===== src/rtl/msel_pkg.sv =====
package msel_pkg;

  typedef enum logic [1:0] {
    ROUTE_NONE   = 2'd0,
    ROUTE_EJECT  = 2'd1,
    ROUTE_PROD   = 2'd2,
    ROUTE_DETOUR = 2'd3
  } route_kind_e;

  // Sum of two indices modulo a port count.
  function automatic int wrap_add(input int base, input int off, input int modulus);
    int s;
    s = base + off;
    if (s >= modulus) s = s - modulus;
    return s;
  endfunction

endpackage


===== src/rtl/msel_classify.sv =====
module msel_classify #(
  parameter int NUM_PORTS  = 5,
  parameter int LOCAL_PORT = 0,
  localparam int PW = $clog2(NUM_PORTS)
) (
  input  logic [NUM_PORTS-1:0] prod_mask,
  input  logic [NUM_PORTS-1:0] port_free,
  input  logic [PW-1:0]        in_port,
  input  logic                 at_dest,
  output logic [NUM_PORTS-1:0] eject_cand,
  output logic [NUM_PORTS-1:0] prod_cand,
  output logic [NUM_PORTS-1:0] detour_cand
);

  for (genvar i = 0; i < NUM_PORTS; i++) begin : g_port
    localparam logic [PW-1:0] IDX = PW'(i);
    localparam bit IS_LOCAL = (i == LOCAL_PORT);
    logic arrival;
    logic transit_ok;

    assign arrival    = (in_port == IDX);
    assign transit_ok = !at_dest && !IS_LOCAL && !arrival && port_free[i];

    assign eject_cand[i]  = at_dest && IS_LOCAL && port_free[i];
    assign prod_cand[i]   = transit_ok && prod_mask[i];
    assign detour_cand[i] = transit_ok && !prod_mask[i];
  end

endmodule


===== src/rtl/msel_rr_pick.sv =====
module msel_rr_pick #(
  parameter int NUM_PORTS = 5,
  localparam int PW = $clog2(NUM_PORTS)
) (
  input  logic [NUM_PORTS-1:0] cand,
  input  logic [PW-1:0]        start,
  output logic                 found,
  output logic [PW-1:0]        idx
);
  import msel_pkg::*;

  always_comb begin
    found = 1'b0;
    idx   = '0;
    for (int k = 0; k < NUM_PORTS; k++) begin
      if (!found && cand[wrap_add(int'(start), k, NUM_PORTS)]) begin
        found = 1'b1;
        idx   = PW'(wrap_add(int'(start), k, NUM_PORTS));
      end
    end
  end

endmodule


===== src/rtl/msel_rr_ptr.sv =====
module msel_rr_ptr #(
  parameter int NUM_PORTS = 5,
  localparam int PW = $clog2(NUM_PORTS)
) (
  input  logic          clk,
  input  logic          rst_n,
  input  logic          advance,
  input  logic [PW-1:0] last_idx,
  output logic [PW-1:0] ptr
);

  localparam logic [PW-1:0] TOP = PW'(NUM_PORTS - 1);

  logic [PW-1:0] next_ptr;

  assign next_ptr = (last_idx == TOP) ? '0 : last_idx + PW'(1);

  always_ff @(posedge clk or negedge rst_n) begin
    if (!rst_n)       ptr <= '0;
    else if (advance) ptr <= next_ptr;
  end

  AST_PTR_RANGE: assert property (@(posedge clk) disable iff (!rst_n)
    ptr <= TOP);

endmodule


===== src/rtl/misroute_port_sel.sv =====
module misroute_port_sel #(
  parameter int NUM_PORTS  = 5,
  parameter int LOCAL_PORT = 0,
  parameter int MIS_W      = 3,
  parameter int MIS_LIMIT  = 3,
  localparam int PW = $clog2(NUM_PORTS)
) (
  input  logic                 clk,
  input  logic                 rst_n,
  input  logic                 req_valid,
  output logic                 req_ready,
  input  logic [NUM_PORTS-1:0] prod_mask,
  input  logic                 at_dest,
  input  logic [PW-1:0]        in_port,
  input  logic [MIS_W-1:0]     mis_cnt_in,
  input  logic [NUM_PORTS-1:0] port_free,
  output logic                 grant_valid,
  output logic [PW-1:0]        grant_port,
  output logic [NUM_PORTS-1:0] grant_onehot,
  output logic                 grant_misroute,
  output logic [MIS_W-1:0]     mis_cnt_out
);
  import msel_pkg::*;

  localparam int            NCLS    = 2;
  localparam logic [PW-1:0] LOCAL_V = PW'(LOCAL_PORT);
  localparam logic [MIS_W-1:0] LIMIT_V = MIS_W'(MIS_LIMIT);

  logic [NUM_PORTS-1:0] eject_cand, prod_cand, detour_cand;
  logic [NUM_PORTS-1:0] cls_cand [NCLS];
  logic                 cls_found[NCLS];
  logic [PW-1:0]        cls_idx  [NCLS];
  logic [PW-1:0]        ptr;
  logic                 budget_ok;
  route_kind_e          kind;

  msel_classify #(.NUM_PORTS(NUM_PORTS), .LOCAL_PORT(LOCAL_PORT)) u_classify (
    .prod_mask  (prod_mask),
    .port_free  (port_free),
    .in_port    (in_port),
    .at_dest    (at_dest),
    .eject_cand (eject_cand),
    .prod_cand  (prod_cand),
    .detour_cand(detour_cand)
  );

  assign cls_cand[0] = prod_cand;
  assign cls_cand[1] = detour_cand;

  // One rotating picker per port class; both share the pointer.
  for (genvar c = 0; c < NCLS; c++) begin : g_cls
    msel_rr_pick #(.NUM_PORTS(NUM_PORTS)) u_pick (
      .cand (cls_cand[c]),
      .start(ptr),
      .found(cls_found[c]),
      .idx  (cls_idx[c])
    );
  end

  assign budget_ok = (mis_cnt_in < LIMIT_V);

  always_comb begin
    if (at_dest)               kind = (|eject_cand) ? ROUTE_EJECT : ROUTE_NONE;
    else if (cls_found[0])     kind = ROUTE_PROD;
    else if (budget_ok && cls_found[1]) kind = ROUTE_DETOUR;
    else                       kind = ROUTE_NONE;
  end

  always_comb begin
    unique case (kind)
      ROUTE_EJECT:  grant_port = LOCAL_V;
      ROUTE_PROD:   grant_port = cls_idx[0];
      ROUTE_DETOUR: grant_port = cls_idx[1];
      default:      grant_port = '0;
    endcase
  end

  assign req_ready      = (kind != ROUTE_NONE);
  assign grant_valid    = req_valid && req_ready;
  assign grant_misroute = grant_valid && (kind == ROUTE_DETOUR);
  assign mis_cnt_out    = grant_misroute ? mis_cnt_in + MIS_W'(1) : mis_cnt_in;

  for (genvar p = 0; p < NUM_PORTS; p++) begin : g_onehot
    assign grant_onehot[p] = grant_valid && (grant_port == PW'(p));
  end

  msel_rr_ptr #(.NUM_PORTS(NUM_PORTS)) u_ptr (
    .clk     (clk),
    .rst_n   (rst_n),
    .advance (grant_valid),
    .last_idx(grant_port),
    .ptr     (ptr)
  );

  // Port-level checks
  AST_ONE_GRANT: assert property (@(posedge clk) disable iff (!rst_n)
    grant_valid |-> ($countones(grant_onehot) == 1 && (grant_onehot & port_free) != '0));
  AST_IDLE_ZERO: assert property (@(posedge clk) disable iff (!rst_n)
    !grant_valid |-> grant_onehot == '0);
  AST_NO_UTURN: assert property (@(posedge clk) disable iff (!rst_n)
    (grant_valid && !at_dest) |-> grant_port != in_port);
  AST_NO_LOCAL_TRANSIT: assert property (@(posedge clk) disable iff (!rst_n)
    (grant_valid && !at_dest) |-> grant_port != LOCAL_V);
  AST_LIMIT_RESPECTED: assert property (@(posedge clk) disable iff (!rst_n)
    grant_misroute |-> mis_cnt_in < LIMIT_V);
  AST_DETOUR_NOT_PROD: assert property (@(posedge clk) disable iff (!rst_n)
    grant_misroute |-> (prod_mask[grant_port] == 1'b0 && prod_cand == '0));
  AST_CNT_HOLD: assert property (@(posedge clk) disable iff (!rst_n)
    !grant_misroute |-> mis_cnt_out == mis_cnt_in);
  AST_DEST_EJECT: assert property (@(posedge clk) disable iff (!rst_n)
    (grant_valid && at_dest) |-> (grant_port == LOCAL_V && !grant_misroute));
  AST_PTR_HOLD: assert property (@(posedge clk) disable iff (!rst_n)
    !grant_valid |=> $stable(ptr));

endmodule


===== config.mk =====
export PLATFORM = sky130hd
export DESIGN_NAME = misroute_port_sel
export DESIGN_NICKNAME = d
export VERILOG_FILES = /design/src/rtl/msel_pkg.sv /design/src/rtl/msel_classify.sv /design/src/rtl/msel_rr_pick.sv /design/src/rtl/msel_rr_ptr.sv /design/src/rtl/misroute_port_sel.sv
export SDC_FILE = /design/constraint.sdc
export NUM_CORES = 1
export LEC_CHECK = 0
export ABC_AREA = 1
export ABC_CLOCK_PERIOD_IN_PS = 5000
export BUFFER_PORTS_ARGS = -buffer_cell sky130_fd_sc_hd__buf_4
export CORE_MARGIN = 2
export CORE_UTILIZATION = 40
export DETAILED_ROUTE_END_ITERATION = 7
export GPL_TIMING_DRIVEN = 0
export HOLD_SLACK_MARGIN = 0.05
export PLACE_DENSITY = 0.67
export SYNTH_ARGS = -nofsm -noshare
export SYNTH_HDL_FRONTEND = slang
export SYNTH_SLANG_ARGS = --single-unit

===== constraint.sdc =====
create_clock -name clk -period 5 [get_ports clk]
set_clock_uncertainty 0.2 [all_clocks]
set_input_delay 0.75 -clock clk [delete_from_list [all_inputs] [get_ports clk]]
set_output_delay 0.75 -clock clk [all_outputs]
set_load 0.005 [all_outputs]

==> results of run 1 <==
[worst min path at each step]
stage | endpoint | slack [ns] | depth (start not counted)
after detailed placement | u_ptr.ptr[1] | 0.34 | 1
after floorplan | u_ptr.ptr[0] | 0.25 | 0
after global routing | u_ptr.ptr[0] | 0.11 | 1
after CTS | u_ptr.ptr[0] | 0.11 | 1
final | u_ptr.ptr[0] | 0.11 | 1
after global placement | u_ptr.ptr[1] | 0.34 | 1
[placed cells by master, fill, tap and decap left out, types with 2 or more instances in the layout]
cell type / count
nand2_1: 98
inv_1: 46
nand3_1: 44
buf_4: 34
nor2_1: 29
ha_1: 15
nand4_1: 13
nand2_2: 9
nand3_2: 8
o21ai_1: 8
a21oi_1: 6
o21ai_0: 6
inv_2: 5
nand3b_1: 5
xor2_1: 3
nor2_4: 3
clkbuf_8: 3
buf_6: 2
nand2_4: 2
a21oi_4: 2
o21ai_2: 2
xor2_2: 2
dfrtp_2: 2
[synth_stat cells, types with 2 or more instances]
| cell type | count |
|---|---|
| nand4_1 | 13 |
| nand2_4 | 2 |
| buf_6 | 2 |
| nand3_1 | 44 |
| ha_1 | 15 |
| nor2_4 | 3 |
| nand3b_1 | 5 |
| a21oi_4 | 2 |
| nand2_2 | 9 |
| xor2_1 | 3 |
| inv_2 | 5 |
| xor2_2 | 2 |
| nand2_1 | 98 |
| a21oi_1 | 6 |
| inv_1 | 48 |
| nor2_1 | 29 |
| dfrtp_1 | 3 |
| nand3_2 | 8 |
| o21ai_1 | 9 |
| o21ai_0 | 6 |
[critical path: stages (launching register included)]
cell and delay, ns:
dfrtp_2 0.45, clkinvlp_4 0.16, ha_1 0.24, ha_1 0.36, o21ai_0 0.13, nand2_2 0.14
xor2_1 0.31, nand2_1 0.09, nand2_1 0.07, inv_1 0.04, nand3_1 0.05, nand2_1 0.10
nor3_4 0.28, nand3_2 0.15, nor2_1 0.11, nand2_1 0.05, nand2_1 0.16, inv_1 0.09
ha_1 0.23, nand2_2 0.10, nor2_1 0.04, buf_4 0.12
[cells by family (layout without fill, tap and decap cells)]
| family | count (synthesis) | in the layout |
|---|---|---|
| fa+ha+maj | 16 | 16 |
| compound gates | 30 | 30 |
| simple gates | 215 | 215 |
| flops | 3 | 3 |
| xor+xnor | 5 | 5 |
| buf+inv | 55 | 93 |
[layer usage]
layer / vias to the layer above / global-route usage / wire (µm)
met1: 931 / 0.280 / 2350
li1: 1122 / - / -
met3: 12 / 0.0113 / 338
met5: - / 0 / 0
met4: 0 / 0.0482 / 71
met2: 96 / 0.333 / 2340
[what timing repair did]
item,CTS,global route
hold endpoints to repair,0,0
setup endpoints to repair,0,5
setup buffers,0,2
resized for setup,0,6
hold buffers,0,0
[layout make-up]
class,instances,area (µm²)
plain buffers,2,22.5
multi-input cells,266,1520
clock buffers,4,45.0
inverters,53,205
repair buffers,34,255
flip-flops and latches,3,77.6
well taps,52,65.1
fillers,465,2160
[metrics by stage]
step / hold slack [ns] / std cells / setup WS, ns / cell area [µm²]
2_1_floorplan: 0.254 / 324 / 0.973 / 1810
3_3_place_gp: 0.340 / 408 / 0.413 / 2120
3_5_place_dp: 0.341 / 408 / 0.402 / 2120
4_1_cts: 0.110 / 412 / 0.155 / 2160
5_1_grt: 0.115 / 414 / 0.0131 / 2190
6_report: 0.114 / 414 / 0.349 / 2190
==> summary.log, run 1 <==
qor: global_routing.grt_antenna_before_repair 0
qor: clocking.cts_tree yes
qor: place.finalWeightedCongestion 0.875
qor: die.chipWidth 71.3 µm
qor: global_routing.first_pass_grt_wire_length 8390 µm
qor: worst_setup_path.worst_r2r_endpoint u_ptr.ptr[2]
qor: sta.tns 0 ns
qor: final_layout.final_core_util 0.503
qor: place.port_buffers 32
qor: drt.number_of_design_rule_violations_left_by_the_first_detailed_router_iteration 205
qor: worst_setup_path.critical_path_peak_fanout 7
qor: drt.total_routed_wirelength 5090 µm
qor: logic_synthesis.synthTopCellsByArea nand2_1 (20%), nand3_1 (12%), ha_1 (10%)
qor: global_routing.maximum_number_of_pins_on_one_net_before_global_route_repair 11
qor: die.fp.dieH 71.3 µm
qor: die.top_level_ports 34
qor: logic_synthesis.postSynthRegisterBits 3
qor: global_routing.grtUsageTotal 0.199
qor: logic_synthesis.synth_compound_area_frac 0.106
qor: logic_synthesis.synth.avg_cell_area 5.60 µm²
qor: global_routing.first_global_vias 1868
qor: sta.tightest_slew 0.438 ns
qor: sta.rsz0062_at_grt no
qor: logic_synthesis.xor_xnor_share_of_the_synthesized_area 0.0324
qor: final_layout.register_bank_with_the_most_flops u_ptr.ptr
qor: place.half_perimeter_wire_length_of_the_detailed_placement_result 4020 µm
qor: clocking.cts.path.max_buffers 2
qor: final_layout.n_antenna_cell 0
qor: drt.via_count 2161
qor: logic_synthesis.synth_top_family_by_area simple AND/OR/NAND/NOR gates
qor: sta.period_minus_slack 4.65 ns
qor: worst_setup_path.worst-r2r-cell-count 20
qor: worst_setup_path.worstSetupPathType reg2out
qor: worst_hold_path.worstHoldPathType in2async
qor: drt.drt-wirelength-per-cell 12.3 µm
qor: final_layout.largest_register_ffs 3
qor: logic_synthesis.synth.mux.area_fraction 0
qor: drt.antenna_violating_nets_post_route 0
qor: logic_synthesis.yosys_warnings 0
qor: global_routing.globalRoute.totalOverflow 0
qor: sta.hold_viol 0
qor: final_layout.areaGrowthSynthToFinish 20.8%
qor: worst_setup_path.arrival 3.70 ns
qor: clocking.ctsRootBufferMaster clkbuf_8
qor: logic_synthesis.synth_top_cell_area_share 0.203
qor: clocking.htreeDepth 1
qor: run.max_cap_viol_count 0
qor: worst_setup_path.worst_setup_path_endpoint grant_onehot[4]
qor: logic_synthesis.synth-simple-area-share 0.583
qor: worst_setup_path.worstSetupStartpoint u_ptr.ptr[1]
qor: sta.final_max_slew_viol_count 0
qor: clocking.numClockSinks 3
qor: clocking.cts_buffers 3
qor: drt.route.detailed.drc 0
qor: drt.number_of_detailed_routing_iterations_run_before_antenna_repair 5
qor: final_layout.final_layout_size_suffix_gt1_frac 0.218
qor: logic_synthesis.synth_fa_ha_area_frac 0.115
qor: die.std_cell_rows 24
qor: logic_synthesis.synth_ff_type dfrtp_1
qor: sta.final_min_period_over_clock_period 0.930
qor: sta.finalSetupViolCount 0
qor: worst_setup_path.r2r_setup_slack 1.20 ns
qor: logic_synthesis.post_synthesis_net_count 360
qor: sta.max_clock_freq 215 MHz
qor: die.die-area 0.00509 mm²
qor: die.placeable_area 0.00435 mm²
qor: worst_setup_path.critical_r2r_launch u_ptr.ptr[1]
qor: clocking.worst_setup_hold_path_clk_slew 0.03 ns
qor: clocking.worstSkewPairLatency 0.22 ns
qor: logic_synthesis.async_reset_ff_frac 1.00
qor: status.status finished, final reports clean
qor: final_layout.largest_registers_ranked_by_flip_flop_count u_ptr.ptr (3)
qor: final_layout.finalNetCount 399
qor: die.initial_core_util 0.416
qor: logic_synthesis.yosysSeqAreaShare 0.0414
qor: logic_synthesis.post_synth_num_cell_types 32
qor: logic_synthesis.netlist_instances 324
qor: worst_setup_path.cp_data_required_time 4.05 ns
qor: worst_setup_path.setup.worst_path.end_class primary output
qor: worst_setup_path.worst_setup_path_start_kind flip-flop
qor: logic_synthesis.synth-edff-count 0
qor: logic_synthesis.synth_top_area_cell nand2_1
qor: drt.via_per_inst 5.22
qor: logic_synthesis.cell_area_after_technology_mapping 0.00181 mm²
qor: sta.worst_slew_margin_rel 0.706
Power of run 1 is left out: the tool's default activity adds up to more than one toggle a clock period on the data nets, which glitch-free logic cannot reach.
==> run 2: changes to the inputs <==
--- a/config.mk
+++ b/config.mk
@@ -8,7 +8,7 @@
 export ABC_AREA = 1
 export ABC_CLOCK_PERIOD_IN_PS = 5000
 export BUFFER_PORTS_ARGS = -buffer_cell sky130_fd_sc_hd__buf_4
-export CORE_MARGIN = 2
+export CORE_MARGIN = 1
 export CORE_UTILIZATION = 40
 export DETAILED_ROUTE_END_ITERATION = 7
 export GPL_TIMING_DRIVEN = 0
==> summary.log, run 2 (same netlist as run 1, synthesis figures left out) <==
qor: status.status finished, final reports clean
qor: clocking.postCtsHoldBufs 0 [unchanged]
qor: final_layout.final_common_cell nand2_1
qor: drt.number_of_design_rule_violations_left_by_the_first_detailed_router_iteration 219 [+6.8%]
qor: clocking.worst_setup_hold_path_clk_slew 0.03 ns [about the same]
qor: sta.hold_viol 0 [unchanged]
qor: global_routing.globalRoute.totalOverflow 0 [unchanged]
qor: worst_setup_path.worst_setup_path_start_kind flip-flop
qor: sta.finalSetupViolCount 0 [unchanged]
qor: clocking.numClockSinks 3 [unchanged]
qor: die.top_level_ports 34 [unchanged]
qor: global_routing.grtUsageTotal 0.218 [+0.0190]
qor: final_layout.n_antenna_cell 0 [unchanged]
qor: sta.period_minus_slack 4.72 ns [+0.0673 ns]
qor: drt.antenna_violating_nets_post_route 0 [unchanged]
qor: final_layout.largest_register_ffs 3 [unchanged]
qor: global_routing.first_global_vias 1967 [+5.3%]
qor: drt.total_routed_wirelength 5120 µm [+0.51%]
qor: global_routing.grt_antenna_before_repair 0 [unchanged]
qor: drt.number_of_detailed_routing_iterations_run_before_antenna_repair 4 [-1]
qor: drt.drt-wirelength-per-cell 12.4 µm [+1.0%]
qor: drt.via_count 2154 [-0.32%]
qor: sta.max_clock_freq 212 MHz [-1.4%]
qor: die.initial_core_util 0.416 [unchanged]
qor: sta.final_min_period_over_clock_period 0.944 [+0.0135]
qor: die.std_cell_rows 24 [unchanged]
qor: place.half_perimeter_wire_length_of_the_detailed_placement_result 4070 µm [+1.3%]
qor: drt.via_per_inst 5.23 [+0.16%]
qor: worst_setup_path.worstSetupPathType reg2out
qor: clocking.post_cts.resized_instances 0 [unchanged]
qor: clocking.cts_buffers 3 [unchanged]
qor: final_layout.finalNetCount 397 [-0.50%]
qor: final_layout.final_layout_size_suffix_gt1_frac 0.211 [-0.00712]
qor: die.chipWidth 69.3 µm [-2.8%]
qor: final_layout.largest_registers_ranked_by_flip_flop_count u_ptr.ptr (3)
qor: worst_setup_path.r2r_setup_slack 1.08 ns [-0.12 ns]
qor: die.die-area 0.00481 mm² [-5.5%]
qor: sta.rsz0062_at_grt no
qor: die.placeable_area 0.00435 mm² [unchanged]
qor: place.finalWeightedCongestion 0.928 [+6.0%]
qor: worst_setup_path.critical_path_peak_fanout 10 [+3]
qor: global_routing.maximum_number_of_pins_on_one_net_before_global_route_repair 11 [unchanged]
qor: clocking.cts.path.max_buffers 2 [unchanged]
qor: drt.route.detailed.drc 0 [unchanged]
qor: die.fp.dieH 69.3 µm [-2.8%]
qor: sta.tightest_slew 0.472 ns [+0.0336 ns]
qor: final_layout.areaGrowthSynthToFinish 19.7%
qor: clocking.cts_setup_buffers 0 [unchanged]
qor: place.port_buffers 32 [unchanged]
qor: worst_setup_path.cp_data_required_time 4.05 ns [about the same]
qor: sta.tns 0 ns [unchanged]
qor: global_routing.first_pass_grt_wire_length 8850 µm [+5.5%]
qor: worst_setup_path.arrival 3.77 ns [+0.07 ns]
qor: final_layout.layout.cells.most_common_list nand2_1 (98), inv_1 (46), nand3_1 (44)
qor: worst_hold_path.worstHoldPathType in2async
qor: clocking.ctsRootBufferMaster clkbuf_8
qor: final_layout.filler_cell_count 471 [+1.3%]
qor: clocking.cts_tree yes
qor: clocking.worstSkewPairLatency 0.21 ns [about the same]
qor: worst_setup_path.setup.worst_path.end_class primary output
qor: final_layout.register_bank_with_the_most_flops u_ptr.ptr
qor: run.max_cap_viol_count 0 [unchanged]
qor: sta.worst_slew_margin_rel 0.684 [-0.0213]
qor: sta.final_max_slew_viol_count 0 [unchanged]
qor: clocking.htreeDepth 1 [unchanged]
==> run 2: path summary, 6_finish.rpt <==
| check | endpoint | cells after the start | from |
|---|---|---|---|
| max in group asynchronous | u_ptr.ptr[1] | 1 | rst_n |
| worst max-delay path | grant_onehot[3] | 19 | u_ptr.ptr[0] |
| worst min-delay path | u_ptr.ptr[1] | 1 | rst_n |
| worst min register to register | u_ptr.ptr[1] | 2 | u_ptr.ptr[1] |
| worst max register to register | u_ptr.ptr[2] | 19 | u_ptr.ptr[0] |
| min in group clk | u_ptr.ptr[1] | 2 | u_ptr.ptr[1] |
==> run 2: per-layer routing <==
layer / vias up / global-route usage / part of all wire
met5: - / 0 / 0
met4: 0 / 0.0476 / 0.012
met3: 8 / 0.0102 / 0.052
met2: 67 / 0.368 / 0.46
met1: 958 / 0.306 / 0.47
li1: 1121 / - / -
==> run 2: worst max-delay path: stages (launching register included) <==
cell	delay, ns
dfrtp_1	0.47
inv_4	0.19
ha_1	0.18
inv_1	0.05
fa_1	0.36
inv_1	0.14
nand2_1	0.16
o21ai_2	0.28
nand3_1	0.10
nand3_1	0.10
nand2_1	0.12
nand4_4	0.14
nor2_1	0.10
a211oi_1	0.34
nand3_1	0.23
ha_1	0.24
ha_1	0.17
inv_1	0.05
nor2_1	0.04
buf_4	0.12
==> run 2: per-stage QoR <==
step | cell area, µm² | hold slack (ns) | std cells | utilization | setup slack (ns)
3_3_place_gp | 2120 | 0.339 | 408 | 0.486 | 0.410
5_1_grt | 2170 | 0.119 | 412 | 0.499 | 0.00841
6_report | 2170 | 0.121 | 412 | 0.499 | 0.281
2_1_floorplan | 1810 | 0.254 | 324 | - | 0.973
4_1_cts | 2160 | 0.119 | 412 | 0.497 | 0.167
3_5_place_dp | 2120 | 0.342 | 408 | 0.486 | 0.401
==> run 2: final cells by class <==
cell class              instances  area, µm²  area share
flip-flops and latches          3       76.3      0.0352
well taps                      52       65.1      0.0300
clock buffers                   4       45.0      0.0207
multi-input cells             266       1520       0.700
repair buffers                 32        240       0.111
inverters                      53        201      0.0928
plain buffers                   2       22.5      0.0104
Power of run 2 is left out for the same reason.
